**src/rtl/srd_pkg.sv**
```systemverilog
package srd_pkg;

    // Outcome of one evaluation of an inter-frame interval
    typedef enum logic [1:0] {
        JDG_NONE = 2'd0,
        JDG_SLIP = 2'd1,
        JDG_LOST = 2'd2
    } judge_e;

    typedef struct packed {
        logic   hit;
        judge_e kind;
    } verdict_t;

    // Edge count (saturating at 2) to outcome
    function automatic judge_e judge_of(input logic [1:0] n);
        if (n == 2'd0)      return JDG_SLIP;
        else if (n == 2'd1) return JDG_NONE;
        else                return JDG_LOST;
    endfunction

    // Width of a cycle counter spanning one frame plus headroom
    function automatic int phase_width(input int frame_cyc);
        return $clog2(frame_cyc) + 1;
    endfunction

endpackage

```
**src/rtl/srd_edge_sync.sv**
```systemverilog
module srd_edge_sync #(
    parameter int STAGES = 2
) (
    input  logic clk,
    input  logic rst,
    input  logic lr_async,
    input  logic fall_active,
    output logic act_edge
);
    logic [STAGES-1:0] sync_q;
    logic              prev_q;

    always_ff @(posedge clk) begin
        if (rst) begin
            sync_q <= '0;
            prev_q <= 1'b0;
        end else begin
            sync_q <= {sync_q[STAGES-2:0], lr_async};
            prev_q <= sync_q[STAGES-1];
        end
    end

    assign act_edge = fall_active ? (prev_q & ~sync_q[STAGES-1])
                                  : (~prev_q & sync_q[STAGES-1]);
endmodule

```
**src/rtl/srd_frame_timer.sv**
```systemverilog
module srd_frame_timer #(
    parameter int FRAME_CYC = 256,
    parameter int EVAL_DLY  = 4,
    parameter int PH_W      = 9
) (
    input  logic            clk,
    input  logic            rst,
    input  logic            frame_stb,
    output logic            eval,
    output logic [PH_W-1:0] phase
);
    localparam int DLY_W = $clog2(EVAL_DLY + 1);

    logic [PH_W-1:0]  phase_q;
    logic [DLY_W-1:0] dly_q;

    always_ff @(posedge clk) begin
        if (rst) begin
            phase_q <= '0;
            dly_q   <= '0;
        end else if (frame_stb) begin
            phase_q <= '0;
            dly_q   <= DLY_W'(EVAL_DLY);
        end else begin
            if (phase_q != '1) phase_q <= phase_q + 1'b1;
            if (dly_q != '0)   dly_q   <= dly_q - 1'b1;
        end
    end

    assign eval  = (dly_q == DLY_W'(1));
    assign phase = phase_q;
endmodule

```
**src/rtl/srd_judge.sv**
```systemverilog
module srd_judge
    import srd_pkg::*;
#(
    parameter int FRAME_CYC = 256,
    parameter int HYST_PCT  = 28,
    parameter int PH_W      = 9
) (
    input  logic            clk,
    input  logic            rst,
    input  logic            act_edge,
    input  logic [PH_W-1:0] phase,
    input  logic            eval,
    output verdict_t        verdict
);
    localparam int BAND   = FRAME_CYC * HYST_PCT / 100;
    localparam int ARM_LO = BAND;
    localparam int ARM_HI = FRAME_CYC - BAND;

    logic [1:0] cnt_q;
    logic       armed_q;
    logic       mid_edge;

    assign mid_edge = act_edge && (phase >= PH_W'(ARM_LO)) && (phase <= PH_W'(ARM_HI));

    always_comb begin
        verdict.kind = judge_of(cnt_q);
        verdict.hit  = eval && armed_q && (verdict.kind != JDG_NONE);
    end

    always_ff @(posedge clk) begin
        if (rst) begin
            cnt_q   <= 2'd0;
            armed_q <= 1'b0;
        end else begin
            if (eval)
                cnt_q <= act_edge ? 2'd1 : 2'd0;
            else if (act_edge && cnt_q != 2'd2)
                cnt_q <= cnt_q + 2'd1;

            if (verdict.hit)
                armed_q <= 1'b0;
            else if (mid_edge)
                armed_q <= 1'b1;
        end
    end
endmodule

```
**src/rtl/slip_repeat_detector.sv**
```systemverilog
module slip_repeat_detector
    import srd_pkg::*;
#(
    parameter int FRAME_CYC   = 256,
    parameter int EVAL_DLY    = 4,
    parameter int HYST_PCT    = 28,
    parameter int SYNC_STAGES = 2
) (
    input  logic clk,
    input  logic rst,
    input  logic frame_stb,
    input  logic lr_clk,
    input  logic lr_fall_active,
    input  logic status_rd,
    output logic slip_flag,
    output logic irq_pulse,
    output logic reuse_prev,
    output logic frame_lost
);
    localparam int PH_W = phase_width(FRAME_CYC);

    logic            act_edge;
    logic            eval;
    logic [PH_W-1:0] phase;
    verdict_t        verdict;

    srd_edge_sync #(.STAGES(SYNC_STAGES)) u_sync (
        .clk         (clk),
        .rst         (rst),
        .lr_async    (lr_clk),
        .fall_active (lr_fall_active),
        .act_edge    (act_edge)
    );

    srd_frame_timer #(.FRAME_CYC(FRAME_CYC), .EVAL_DLY(EVAL_DLY), .PH_W(PH_W)) u_timer (
        .clk       (clk),
        .rst       (rst),
        .frame_stb (frame_stb),
        .eval      (eval),
        .phase     (phase)
    );

    srd_judge #(.FRAME_CYC(FRAME_CYC), .HYST_PCT(HYST_PCT), .PH_W(PH_W)) u_judge (
        .clk      (clk),
        .rst      (rst),
        .act_edge (act_edge),
        .phase    (phase),
        .eval     (eval),
        .verdict  (verdict)
    );

    always_ff @(posedge clk) begin
        if (rst) begin
            slip_flag  <= 1'b0;
            irq_pulse  <= 1'b0;
            reuse_prev <= 1'b0;
            frame_lost <= 1'b0;
        end else begin
            irq_pulse  <= verdict.hit;
            reuse_prev <= verdict.hit && (verdict.kind == JDG_SLIP);
            frame_lost <= verdict.hit && (verdict.kind == JDG_LOST);
            // a new event outranks a simultaneous read
            if (verdict.hit)    slip_flag <= 1'b1;
            else if (status_rd) slip_flag <= 1'b0;
        end
    end
endmodule

```
**config.mk**
```make
export PLATFORM = sky130hd
export DESIGN_NAME = slip_repeat_detector
export DESIGN_NICKNAME = d
export VERILOG_FILES = /design/src/rtl/srd_pkg.sv /design/src/rtl/srd_edge_sync.sv /design/src/rtl/srd_frame_timer.sv /design/src/rtl/srd_judge.sv /design/src/rtl/slip_repeat_detector.sv
export SDC_FILE = /design/constraint.sdc
export NUM_CORES = 1
export LEC_CHECK = 0
export BUFFER_PORTS_ARGS = -buffer_cell sky130_fd_sc_hd__buf_4
export CORE_ASPECT_RATIO = 0.9
export CORE_MARGIN = 10
export CORE_UTILIZATION = 60
export CTS_BUF_LIST = sky130_fd_sc_hd__clkbuf_4
export DETAILED_ROUTE_END_ITERATION = 16
export HOLD_SLACK_MARGIN = 0.12
export PLACE_DENSITY = 0.81
export SLEW_MARGIN = 20
export SYNTH_ARGS = -nofsm -noshare
export SYNTH_HDL_FRONTEND = slang
export SYNTH_HIERARCHICAL = 1
export SYNTH_SLANG_ARGS = --single-unit
```
**constraint.sdc**
```tcl
create_clock -name clk -period 2.1 [get_ports clk]
set_clock_uncertainty 0.15 [all_clocks]
set_input_delay 0.315 -clock clk [delete_from_list [all_inputs] [get_ports clk]]
set_output_delay 0.315 -clock clk [all_outputs]
set_load 0.005 [all_outputs]
```
==> impl_summary.log, run 1 <==
[metrics] H-tree levels: 1
[metrics] vias per inst: approximately 5.2
[metrics] via count of the first global-routing pass: ~760
[metrics] Seq/Total Area, Yosys: 41.36%
[metrics] core footprint: roughly 1700 µm²
[metrics] count of state elements after synthesis: 22
[metrics] clock transition at the register clock pins on the worst setup and hold paths after CTS: 110 ps
[metrics] Fmax: around 510 MHz
[metrics] remaining global-route overflow: 0
[metrics] post-synth net total: 124
[metrics] Inserted Clock Buffers: 3
[metrics] wire length of the first global-routing pass: approximately 3.3 mm
[metrics] Routability Congestion: between 0.7 and 0.8
[metrics] drt first pass iters: 4
[metrics] Max-cap violations: 0
[metrics] pin count of the biggest net entering global routing: 13
[metrics] gate count after technology mapping: 109
[metrics] Critical Path Fanout Max: 8
[metrics] Post-DP HPWL: roughly 1.5 mm
[metrics] synthesized area divided by synthesized cell count: ~9.8 µm²
[metrics] kind of path behind the tightest hold check: primary input to flop
[metrics] Min-Delay Startpoint: lr_fall_active
[metrics] Layout area overhead: 15.28%
[metrics] share of post-route cells with drive strength above 1: 16.80%
[metrics] total of endpoints with negative setup slack in the final report: 0
[metrics] slack of the worst reg-to-reg path: 120 ps
[metrics] PnR worst setup slack: 120.1 ps
[metrics] routed length per placed instance: around 13 µm
[metrics] distinct cell type count of the synthesized netlist: 35
[metrics] worst hold path stage count: 4
[metrics] GRT Overall Usage: between 10% and 20%
[metrics] PortBufs: 9
[metrics] width of the die: about 64 µm
[metrics] Slew Limit Headroom: approximately four fifths
[metrics] worst hold slack after final layout: ~300 ps
[metrics] post-route standard cell area excluding fillers: about 1200 µm²
[metrics] Crit Path Class: flop to flop
[metrics] number of DRC markers in iteration 0: 18
[metrics] Max Buffers Root-to-Sink: 2
[metrics] critical path launch point type: flop
[metrics] Post-DP Area: 1161 µm²
[metrics] number of antenna diodes: 0
[metrics] R2R depth: 6
[metrics] post-layout minimum cycle time: approximately 2000 ps
[metrics] count of final hold-check violations: 0
[metrics] number of synthesis warnings: 6
[metrics] root buffer cell: sky130_fd_sc_hd__clkbuf_4
[metrics] row count: 14
[metrics] Final Routed Wirelength: 1.939 mm
[metrics] initial standard-cell utilization of the core: between 60% and 70%
[metrics] setup TNS: 0 ps
[metrics] clock latency reported for the late side of the worst-skew pair: 300 ps
[metrics] die footprint: ~3900 µm²
[metrics] synthesized cell area: 1065 µm²
[metrics] kind of end point of the critical path: flop
[metrics] TritonCTS clock tree: built
[metrics] Crit path arrival time: 2070 ps
[metrics] initial antenna violation count: 0
[metrics] Peak supply drop: 0.0005500 V
[metrics] WHS Endpoint: u_judge/cnt_q[0]
[metrics] number of remaining DRC errors: 0
[metrics] post-CTS setup buffers: 0
[metrics] final standard cell utilization of the core: around 73%
[metrics] Tightest Pin Transition: ~330 ps
[metrics] Resized Gates After CTS: 0
[metrics] total via count after detailed routing: about 800
[metrics] number of nets with antenna violations after detailed routing: 0
[metrics] Lkg Pwr: between 0.5 and 0.6 nW
[metrics] TritonCTS sink count: 22
[metrics] Worst Path Required: 2190 ps
[metrics] startpoint of the worst register-to-register path: u_timer/phase[0]
[metrics] minimum setup slack after placement: between 150 and 200 ps
[metrics] Final Cycle Share: 94.28%
[metrics] Pins Over Slew Limit: 0
[metrics] endpoint of the lowest-slack register-to-register path: u_timer/phase[6]
[metrics] count of nets after finishing: around 140
[metrics] PD cells: 570.2 nW/µm²
[metrics] num ports: 10
[metrics] Die Y: ~60 µm
[metrics] outcome: complete, no violations
[metrics] setup repair after global routing missed its margin: false
critical path, cell delays in order (launching register included):
cell	delay (ps)
sky130_fd_sc_hd__dfxtp_1	380
sky130_fd_sc_hd__ha_1	250
sky130_fd_sc_hd__nand3_1	90
sky130_fd_sc_hd__nor2_1	40
sky130_fd_sc_hd__ha_1	290
sky130_fd_sc_hd__or4_1	570
sky130_fd_sc_hd__a21oi_1	150
Yosys cell counts, drive strengths merged:
| cell | count | area share, % |
|---|---|---|
| a211o | 1 | 0.82 |
| and4bb | 2 | 2.3 |
| nand4 | 1 | 0.59 |
| clkbuf | 1 | 0.35 |
| and3b | 2 | 1.6 |
| ha | 9 | 11 |
| nand2b | 3 | 1.8 |
| xor2 | 3 | 2.5 |
| o31ai | 1 | 0.71 |
| nor2 | 14 | 4.9 |
| a211oi | 3 | 2.6 |
| buf | 1 | 0.47 |
| or4 | 1 | 0.71 |
| nor4 | 1 | 0.59 |
| xnor2 | 2 | 1.6 |
| o22ai | 1 | 1.2 |
| inv | 6 | 2.1 |
| nand4b | 2 | 3.1 |
| nor2b | 8 | 6.1 |
| nor3 | 1 | 0.47 |
| a21oi | 5 | 2.7 |
| nand2 | 5 | 1.8 |
| o2111ai | 1 | 0.82 |
| mux2i | 3 | 2.8 |
| or2 | 1 | 0.59 |
| o21ai | 3 | 1.4 |
| dfxtp | 22 | 41 |
| o2bb2ai | 1 | 0.82 |
| nand3 | 3 | 1.4 |
| or3 | 2 | 1.2 |
power by group:
part	internal (W)	leakage, nW	total, W	switching (W)
Sequential	0.000428	0.179	0.000437	0.00000875
Clock	0.0000693	0.0154	0.000189	0.000119
Combinational	0.0000368	0.313	0.0000746	0.0000379
how the worst max path moves through the flow:
stage                     start          endpoint  slack (ps)
3_3_place_gp   u_timer/phase[0]  u_timer/phase[6]         220
2_1_floorplan  u_timer/phase[0]  u_timer/phase[6]         230
5_1_grt        u_timer/phase[0]  u_timer/phase[6]          30
6_report       u_timer/phase[0]  u_timer/phase[6]         120
3_5_place_dp   u_timer/phase[0]  u_timer/phase[6]         150
4_1_cts        u_timer/phase[0]  u_timer/phase[6]         130
sequential cells by signal, indices dropped and copies added, names as in the netlist, 2 cells and up:
name           count
u_judge/cnt_q      2
u_timer/phase      9
u_timer/dly_q      3
u_sync/sync_q      2
cell families after synthesis:
family | after synthesis | synth area share (%)
buffers and inverters | 8 | 2.937
XOR/XNOR | 5 | 4.114
AND/OR/NAND/NOR | 46 | 27.15
multiplexers | 3 | 2.820
adder cells (fa/ha/maj) | 9 | 10.58
AO/OA/AOI/OAI | 16 | 11.05
flip-flops | 22 | 41.36
per-layer routing:
metal / vias up / global-route usage (%) / wire length, µm
met2: 8 / 20.08 / 980
li1: 410 / - / -
met1: 357 / 11.21 / 866
met5: - / 0 / 0
met4: 0 / 2.134 / 14
met3: 2 / 4.486 / 76
timing repair:
item | CTS | global route
setup endpoints to repair | 0 | 0
hold buffers | 4 | 0
endpoints found under the hold margin | 4 | 0
per-stage QoR:
stage | instances | total power [W]
floorplan | 109 | 0.0004908
global placement | 141 | 0.0005095
detailed placement | 141 | 0.0005147
CTS | 149 | 0.0007090
global route | 149 | 0.0007330
finish | 149 | 0.0006999
cell usage in the layout, fill, tap and decap left out, types with 2 or more instances in the layout:
cell                            instances
sky130_fd_sc_hd__a211oi_1               2
sky130_fd_sc_hd__a21oi_1                4
sky130_fd_sc_hd__and3b_1                2
sky130_fd_sc_hd__buf_4                 10
sky130_fd_sc_hd__clkbuf_4               3
sky130_fd_sc_hd__dfxtp_1               22
sky130_fd_sc_hd__dlygate4sd3_1          4
sky130_fd_sc_hd__ha_1                   9
sky130_fd_sc_hd__inv_1                  6
sky130_fd_sc_hd__mux2i_1                3
sky130_fd_sc_hd__nand2_1                5
sky130_fd_sc_hd__nand2b_1               3
sky130_fd_sc_hd__nand3_1                3
sky130_fd_sc_hd__nor2_1                14
sky130_fd_sc_hd__nor2b_1                6
sky130_fd_sc_hd__nor2b_4                2
sky130_fd_sc_hd__o21ai_0                3
sky130_fd_sc_hd__or3_1                  2
sky130_fd_sc_hd__xnor2_1                2
sky130_fd_sc_hd__xor2_1                 3
final cells by class:
class	count	area (µm²)
multi-input cells	79	593.1
fillers	137	454.2
clock buffers	3	22.52
flip-flops and latches	22	440.4
well taps	24	30.03
clock inverters	1	3.754
inverters	6	22.52
repair buffers	14	115.1
(Power assumes the default switching activity.)
==> run 2: changes to the inputs <==
SETUP_SLACK_MARGIN = 0.4   (was not set)
==> impl_summary.log, run 2 (same netlist as run 1, synthesis figures left out) <==
[metrics] share of post-route cells with drive strength above 1: 32.82% (+16 points)
[metrics] clock transition at the register clock pins on the worst setup and hold paths after CTS: 110 ps (about the same)
[metrics] width of the die: 64.41 µm (unchanged)
[metrics] Post-DP HPWL: 1.441 mm (-1.4%)
[metrics] biggest registers after layout: u_timer/phase x9, u_timer/dly_q x3
[metrics] Inserted Clock Buffers: 3 (unchanged)
[metrics] drt first pass iters: 4 (unchanged)
[metrics] worst hold slack after final layout: 122.6 ps (-177.7 ps)
[metrics] num ports: 10 (unchanged)
[metrics] register area: 454.2 µm² (+3.1%)
[metrics] remaining global-route overflow: 0 (unchanged)
[metrics] number of antenna diodes: 0 (unchanged)
[metrics] PortBufs: 9 (unchanged)
[metrics] Lkg Pwr: 0.5415 nW (+6.8%)
[metrics] setup TNS: 0 ps (unchanged)
[metrics] total via count after detailed routing: 837 (+7.7%)
[metrics] Fmax: 574.8 MHz (+14%)
[metrics] kind of path behind the tightest hold check: primary input to flop
[metrics] post-layout minimum cycle time: 1740 ps (-240.2 ps)
[metrics] Final Routed Wirelength: 2.124 mm (+9.5%)
[metrics] kind of end point of the critical path: flop
[metrics] Tightest Pin Transition: 276.6 ps (-48.97 ps)
[metrics] number of filler instances in the final layout: 121 (-12%)
[metrics] Pins Over Slew Limit: 0 (unchanged)
[metrics] core footprint: 1682 µm² (unchanged)
[metrics] critical path launch point type: flop
[metrics] via count of the first global-routing pass: 825 (+8.0%)
[metrics] Peak supply drop: 0.0004090 V (-26%)
[metrics] PD cells: 527.1 nW/µm² (-7.6%)
[metrics] Max Buffers Root-to-Sink: 2 (unchanged)
[metrics] number of nets with antenna violations after detailed routing: 0 (unchanged)
[metrics] initial antenna violation count: 0 (unchanged)
[metrics] routed length per placed instance: 13.70 µm (+5.3%)
[metrics] Die Y: 59.97 µm (unchanged)
[metrics] register with the most flip-flops: u_timer/phase
[metrics] clock latency reported for the late side of the worst-skew pair: 300 ps (about the same)
[metrics] final standard cell utilization of the core: 79.02% (+6.0 points)
[metrics] TritonCTS clock tree: built
[metrics] H-tree levels: 1 (unchanged)
[metrics] final total power: 0.0007004 W (about the same)
[metrics] Routability Congestion: 0.8390 (+5.0%)
[metrics] Layout area overhead: 24.79%
[metrics] total of endpoints with negative setup slack in the final report: 0 (unchanged)
[metrics] Max-cap violations: 0 (unchanged)
[metrics] Critical Path Fanout Max: 4 (-4)
[metrics] row count: 14 (unchanged)
[metrics] GRT Overall Usage: 10.84% (+0.039 points)
[metrics] Final Cycle Share: 82.84% (-11 points)
[metrics] vias per inst: 5.400 (+3.6%)
[metrics] initial standard-cell utilization of the core: 63.32% (unchanged)
[metrics] number of remaining DRC errors: 0 (unchanged)
[metrics] Crit path arrival time: 1830 ps (-240 ps)
[metrics] flip-flop count of the largest register, all copies and words added: 9 (unchanged)
[metrics] number of DRC markers in iteration 0: 14 (-4)
[metrics] count of nets after finishing: 147 (+4.3%)
[metrics] commonest non-fill, non-tap cells in the layout: sky130_fd_sc_hd__dfxtp_1 (15), sky130_fd_sc_hd__buf_4 (15), sky130_fd_sc_hd__nor2_1 (12)
[metrics] count of final hold-check violations: 0 (unchanged)
[metrics] Crit Path Class: flop to flop
[metrics] die footprint: 3862 µm² (unchanged)
[metrics] wire length of the first global-routing pass: 3.318 mm (-0.84%)
[metrics] Worst Path Required: 2190 ps (about the same)
[metrics] pin count of the biggest net entering global routing: 13 (unchanged)
[metrics] area of the multi-input gates: 631.9 µm² (+6.5%)
[metrics] outcome: complete, no violations
[metrics] Slew Limit Headroom: 81.40% (+3.2 points)
[metrics] TritonCTS sink count: 22 (unchanged)
[metrics] setup repair after global routing missed its margin: true
[metrics] root buffer cell: sky130_fd_sc_hd__clkbuf_4
-- run 2: cell count changes in the layout (fill, tap and decap cells not counted), sizes merged --
cell,before,now
buf,10,16
-- run 2: metal layers --
| metal | wire (µm) | vias to the layer above | global-route usage, % |
|---|---|---|---|
| met5 | 0 | - | 0 |
| met4 | 48 | 0 | 7.012 |
| met3 | 97 | 7 | 4.486 |
| met2 | 1114 | 16 | 20.37 |
| met1 | 864 | 392 | 9.392 |
| li1 | - | 422 | - |
-- run 2: final timing paths --
kind	end	startpoint	slack (ps)	cells after the start
hold / removal	slip_flag	status_rd	120	3
hold reg to reg	u_sync/sync_q[1]	u_sync/sync_q[0]	320	1
setup reg to reg	u_timer/phase[6]	u_timer/phase[1]	360	7
setup / recovery	u_timer/phase[6]	u_timer/phase[1]	360	7
-- run 2: where the power goes --
| group | switching, W | leakage (nW) | internal (W) | total (W) |
|---|---|---|---|---|
| Clock | 0.000116 | 0.0154 | 0.0000694 | 0.000186 |
| Sequential | 0.00000896 | 0.183 | 0.000427 | 0.000436 |
| Combinational | 0.0000391 | 0.343 | 0.0000401 | 0.0000792 |
| Total | 0.000164 | 0.541 | 0.000536 | 0.000700 |
-- run 2: repair_timing --
action,4_1_cts,5_1_grt
endpoints found under the setup margin,3,11
endpoints found under the hold margin,8,0
resized for setup,2,12
pin swaps,5,3
setup buffers,5,2
hold buffers,4,0
-- run 2: final cells by class --
cell class                 instances  area share [%]
clock buffer                       3           1.695
clock inverter                     1          0.2825
multi-input combinational         79           47.55
tap                               24           2.260
sequential                        22           34.18
inverter                           6           1.695
timing repair buffer              20           12.34
-- run 2: critical path: stages, from the launching register on --
cell	delay, ps
sky130_fd_sc_hd__dfxtp_4	370
sky130_fd_sc_hd__ha_4	170
sky130_fd_sc_hd__nand3_2	70
sky130_fd_sc_hd__nor2_2	50
sky130_fd_sc_hd__ha_2	190
sky130_fd_sc_hd__buf_6	120
sky130_fd_sc_hd__or4_4	420
sky130_fd_sc_hd__a21oi_2	140
-- run 2: per-stage QoR --
stage	cells	worst slack [ps]	instance area, µm²
2_1_floorplan	109	369.6	1091
3_3_place_gp	140	387.2	1174
3_5_place_dp	140	338.6	1174
4_1_cts	153	391.6	1285
5_1_grt	155	314.0	1329
6_report	155	360.3	1329
==> run 3: changes to the inputs <==
CORE_UTILIZATION = 54   (was 60)
PLACE_DENSITY = 0.77   (was 0.81)
clock period = 1.6 ns   (was 2.1 ns; I/O delays follow)
==> impl_summary.log, run 3 (same netlist as run 1, synthesis figures left out) <==
[metrics] kind of end point of the critical path: flop
[metrics] Peak supply drop: 0.0007351 V (+80%)
[metrics] number of antenna diodes: 0 (unchanged)
[metrics] Max Buffers Root-to-Sink: 2 (unchanged)
[metrics] Tightest Pin Transition: 414.3 ps (+137.7 ps)
[metrics] met2 Track Usage GR: 19.79% (-0.58 points)
[metrics] Critical Path Fanout Max: 3 (-1)
[metrics] number of cells after detailed placement: 152 (+8.6%)
[metrics] number of filler instances in the final layout: 90 (-26%)
[metrics] width of the die: 66.81 µm (+3.7%)
[metrics] PD cells: 753.2 nW/µm² (+43%)
[metrics] Layout area overhead: 47.12%
[metrics] num ports: 10 (unchanged)
[metrics] count of nets after finishing: 158 (+7.5%)
[metrics] Final Cycle Share: 107.0% (+24 points)
[metrics] non-filler cells in the finished layout: 167 (+7.7%)
[metrics] kind of path behind the tightest hold check: primary input to flop
[metrics] TritonCTS sink count: 22 (unchanged)
[metrics] register with the most flip-flops: u_timer/phase
[metrics] global routing usage on met3: 3.405% (-1.1 points)
[metrics] PortBufs: 9 (unchanged)
[metrics] pin count of the biggest net entering global routing: 14 (+1)
[metrics] clock latency reported for the late side of the worst-skew pair: 310 ps (about the same)
[metrics] final standard cell utilization of the core: 82.64% (+3.6 points)
[metrics] remaining global-route overflow: 0 (unchanged)
[metrics] flip-flop count of the largest register, all copies and words added: 9 (unchanged)
[metrics] Crit Path Class: flop to flop
[metrics] Crit path arrival time: 1810 ps (-20 ps)
[metrics] root buffer cell: sky130_fd_sc_hd__clkbuf_4
[metrics] setup repair after global routing missed its margin: true
[metrics] post-layout minimum cycle time: 1711 ps (-28.38 ps)
[metrics] Post-DP HPWL: 1.510 mm (+4.8%)
[metrics] failing checks: setup timing
[metrics] most common cell after layout, fill and taps aside: sky130_fd_sc_hd__buf_4
[metrics] initial antenna violation count: 0 (unchanged)
[metrics] GRT Overall Usage: 11.16% (+0.33 points)
[metrics] Pins Over Slew Limit: 0 (unchanged)
[metrics] number of nets with antenna violations after detailed routing: 0 (unchanged)
[metrics] Lkg Pwr: 0.6306 nW (+16%)
[metrics] H-tree levels: 1 (unchanged)
[metrics] row count: 15 (+1)
[metrics] number of DRC markers in iteration 0: 19 (+5)
[metrics] Fmax: 584.3 MHz (+1.7%)
[metrics] die footprint: 4150 µm² (+7.5%)
[metrics] number of remaining DRC errors: 0 (unchanged)
[metrics] met1 Use GR: 12.22% (+2.8 points)
[metrics] count of final hold-check violations: 0 (unchanged)
[metrics] initial standard-cell utilization of the core: 56.17% (-7.1 points)
[metrics] commonest non-fill, non-tap cells in the layout: sky130_fd_sc_hd__buf_4 (23), sky130_fd_sc_hd__dfxtp_1 (16), sky130_fd_sc_hd__nor2_1 (12)
[metrics] critical path launch point type: flop
[metrics] routed length per placed instance: 16.57 µm (+21%)
[metrics] Routability Congestion: 0.8539 (+1.8%)
[metrics] via count of the first global-routing pass: 908 (+10%)
[metrics] total of endpoints with negative setup slack in the final report: 7 (+7)
[metrics] total via count after detailed routing: 926 (+11%)
[metrics] core footprint: 1896 µm² (+13%)
[metrics] outcome: complete, but fails checks
[metrics] drt first pass iters: 4 (unchanged)
[metrics] post-route standard cell area excluding fillers: 1567 µm² (+18%)
[metrics] worst hold slack after final layout: 14.67 ps (-107.9 ps)
[metrics] Slew Limit Headroom: 72.13% (-9.3 points)
[metrics] TritonCTS clock tree: built
[metrics] biggest registers after layout: u_timer/phase x9, u_timer/dly_q x3
[metrics] Inserted Clock Buffers: 3 (unchanged)
[metrics] Final Routed Wirelength: 2.768 mm (+30%)
[metrics] vias per inst: 5.545 (+2.7%)
[metrics] Die Y: 62.13 µm (+3.6%)
[metrics] wire length of the first global-routing pass: 3.815 mm (+15%)
[metrics] most used routing layer: met2
[metrics] minimum setup slack after placement: -70.02 ps (-408.6 ps)
[metrics] Max-cap violations: 0 (unchanged)
[metrics] clock transition at the register clock pins on the worst setup and hold paths after CTS: 130 ps (+20 ps)
[metrics] Worst Path Required: 1700 ps (-490 ps)
[metrics] Post-DP Area: 1305 µm² (+11%)
[metrics] PnR worst setup slack: -111.4 ps (-471.6 ps)
[metrics] share of post-route cells with drive strength above 1: 50.00% (+17 points)
==> run 3: changes by cell type in the layout (fill, tap and decap cells not counted), sizes merged <==
cell,previous run,this run
clkinv,1,0
bufinv,0,1
dlygate4sd3,4,2
buf,16,29
==> run 3: worst max-delay path: stages (launching register included) <==
cell and delay, ps:
sky130_fd_sc_hd__dfxtp_2 380, sky130_fd_sc_hd__ha_4 140, sky130_fd_sc_hd__buf_4 100, sky130_fd_sc_hd__buf_6 100, sky130_fd_sc_hd__nand2_2 60, sky130_fd_sc_hd__or4_1 550
sky130_fd_sc_hd__a21oi_1 180
==> run 3: final timing paths <==
| kind | startpoint | slack [ps] | cells past startpoint | to |
|---|---|---|---|---|
| min reg2reg | u_sync/sync_q[0] | 300 | 1 | u_sync/sync_q[1] |
| max reg2reg | u_timer/phase[1] | -110 | 6 | u_timer/phase[6] |
| max | u_timer/phase[1] | -110 | 6 | u_timer/phase[6] |
| min | rst | 10 | 2 | slip_flag |
==> run 3: metal layers <==
layer	share of wire, %	wire length, µm	up-vias
met5	0	0	-
met1	39	1087	434
met4	3.5	98	0
li1	-	-	446
met2	52	1440	34
met3	5.1	142	12
==> run 3: layout make-up <==
type,count,area (µm²),area share [%]
clock buffer,3,22.52,1.438
clock inverter,1,30.03,1.917
inverter,6,27.53,1.757
multi-input combinational,79,742.0,47.36
sequential,22,452.9,28.91
tap,25,31.28,1.997
timing repair buffer,31,260.3,16.61
==> run 3: timing repair <==
action / 4_1_cts / 5_1_grt
pin swaps: 12 / 3
setup buffers: 6 / 3
endpoints found under the hold margin: 9 / 9
setup endpoints to repair: 19 / 19
gates resized for setup: 18 / 12
hold buffers: 1 / 1
==> run 3: power by group <==
group | switching, W | internal [W]
combinational | 0.0000739 | 0.0000886
sequential | 0.0000191 | 0.000563
clock | 0.000182 | 0.000253
==> run 3: through the flow <==
stage | total power [W] | setup TNS [ps]
floorplan | 0.0006568 | -254.9
global placement | 0.0006856 | -31.70
detailed placement | 0.0006893 | -135.5
CTS | 0.001139 | -141.0
global route | 0.001224 | -719.1
finish | 0.001180 | -433.4
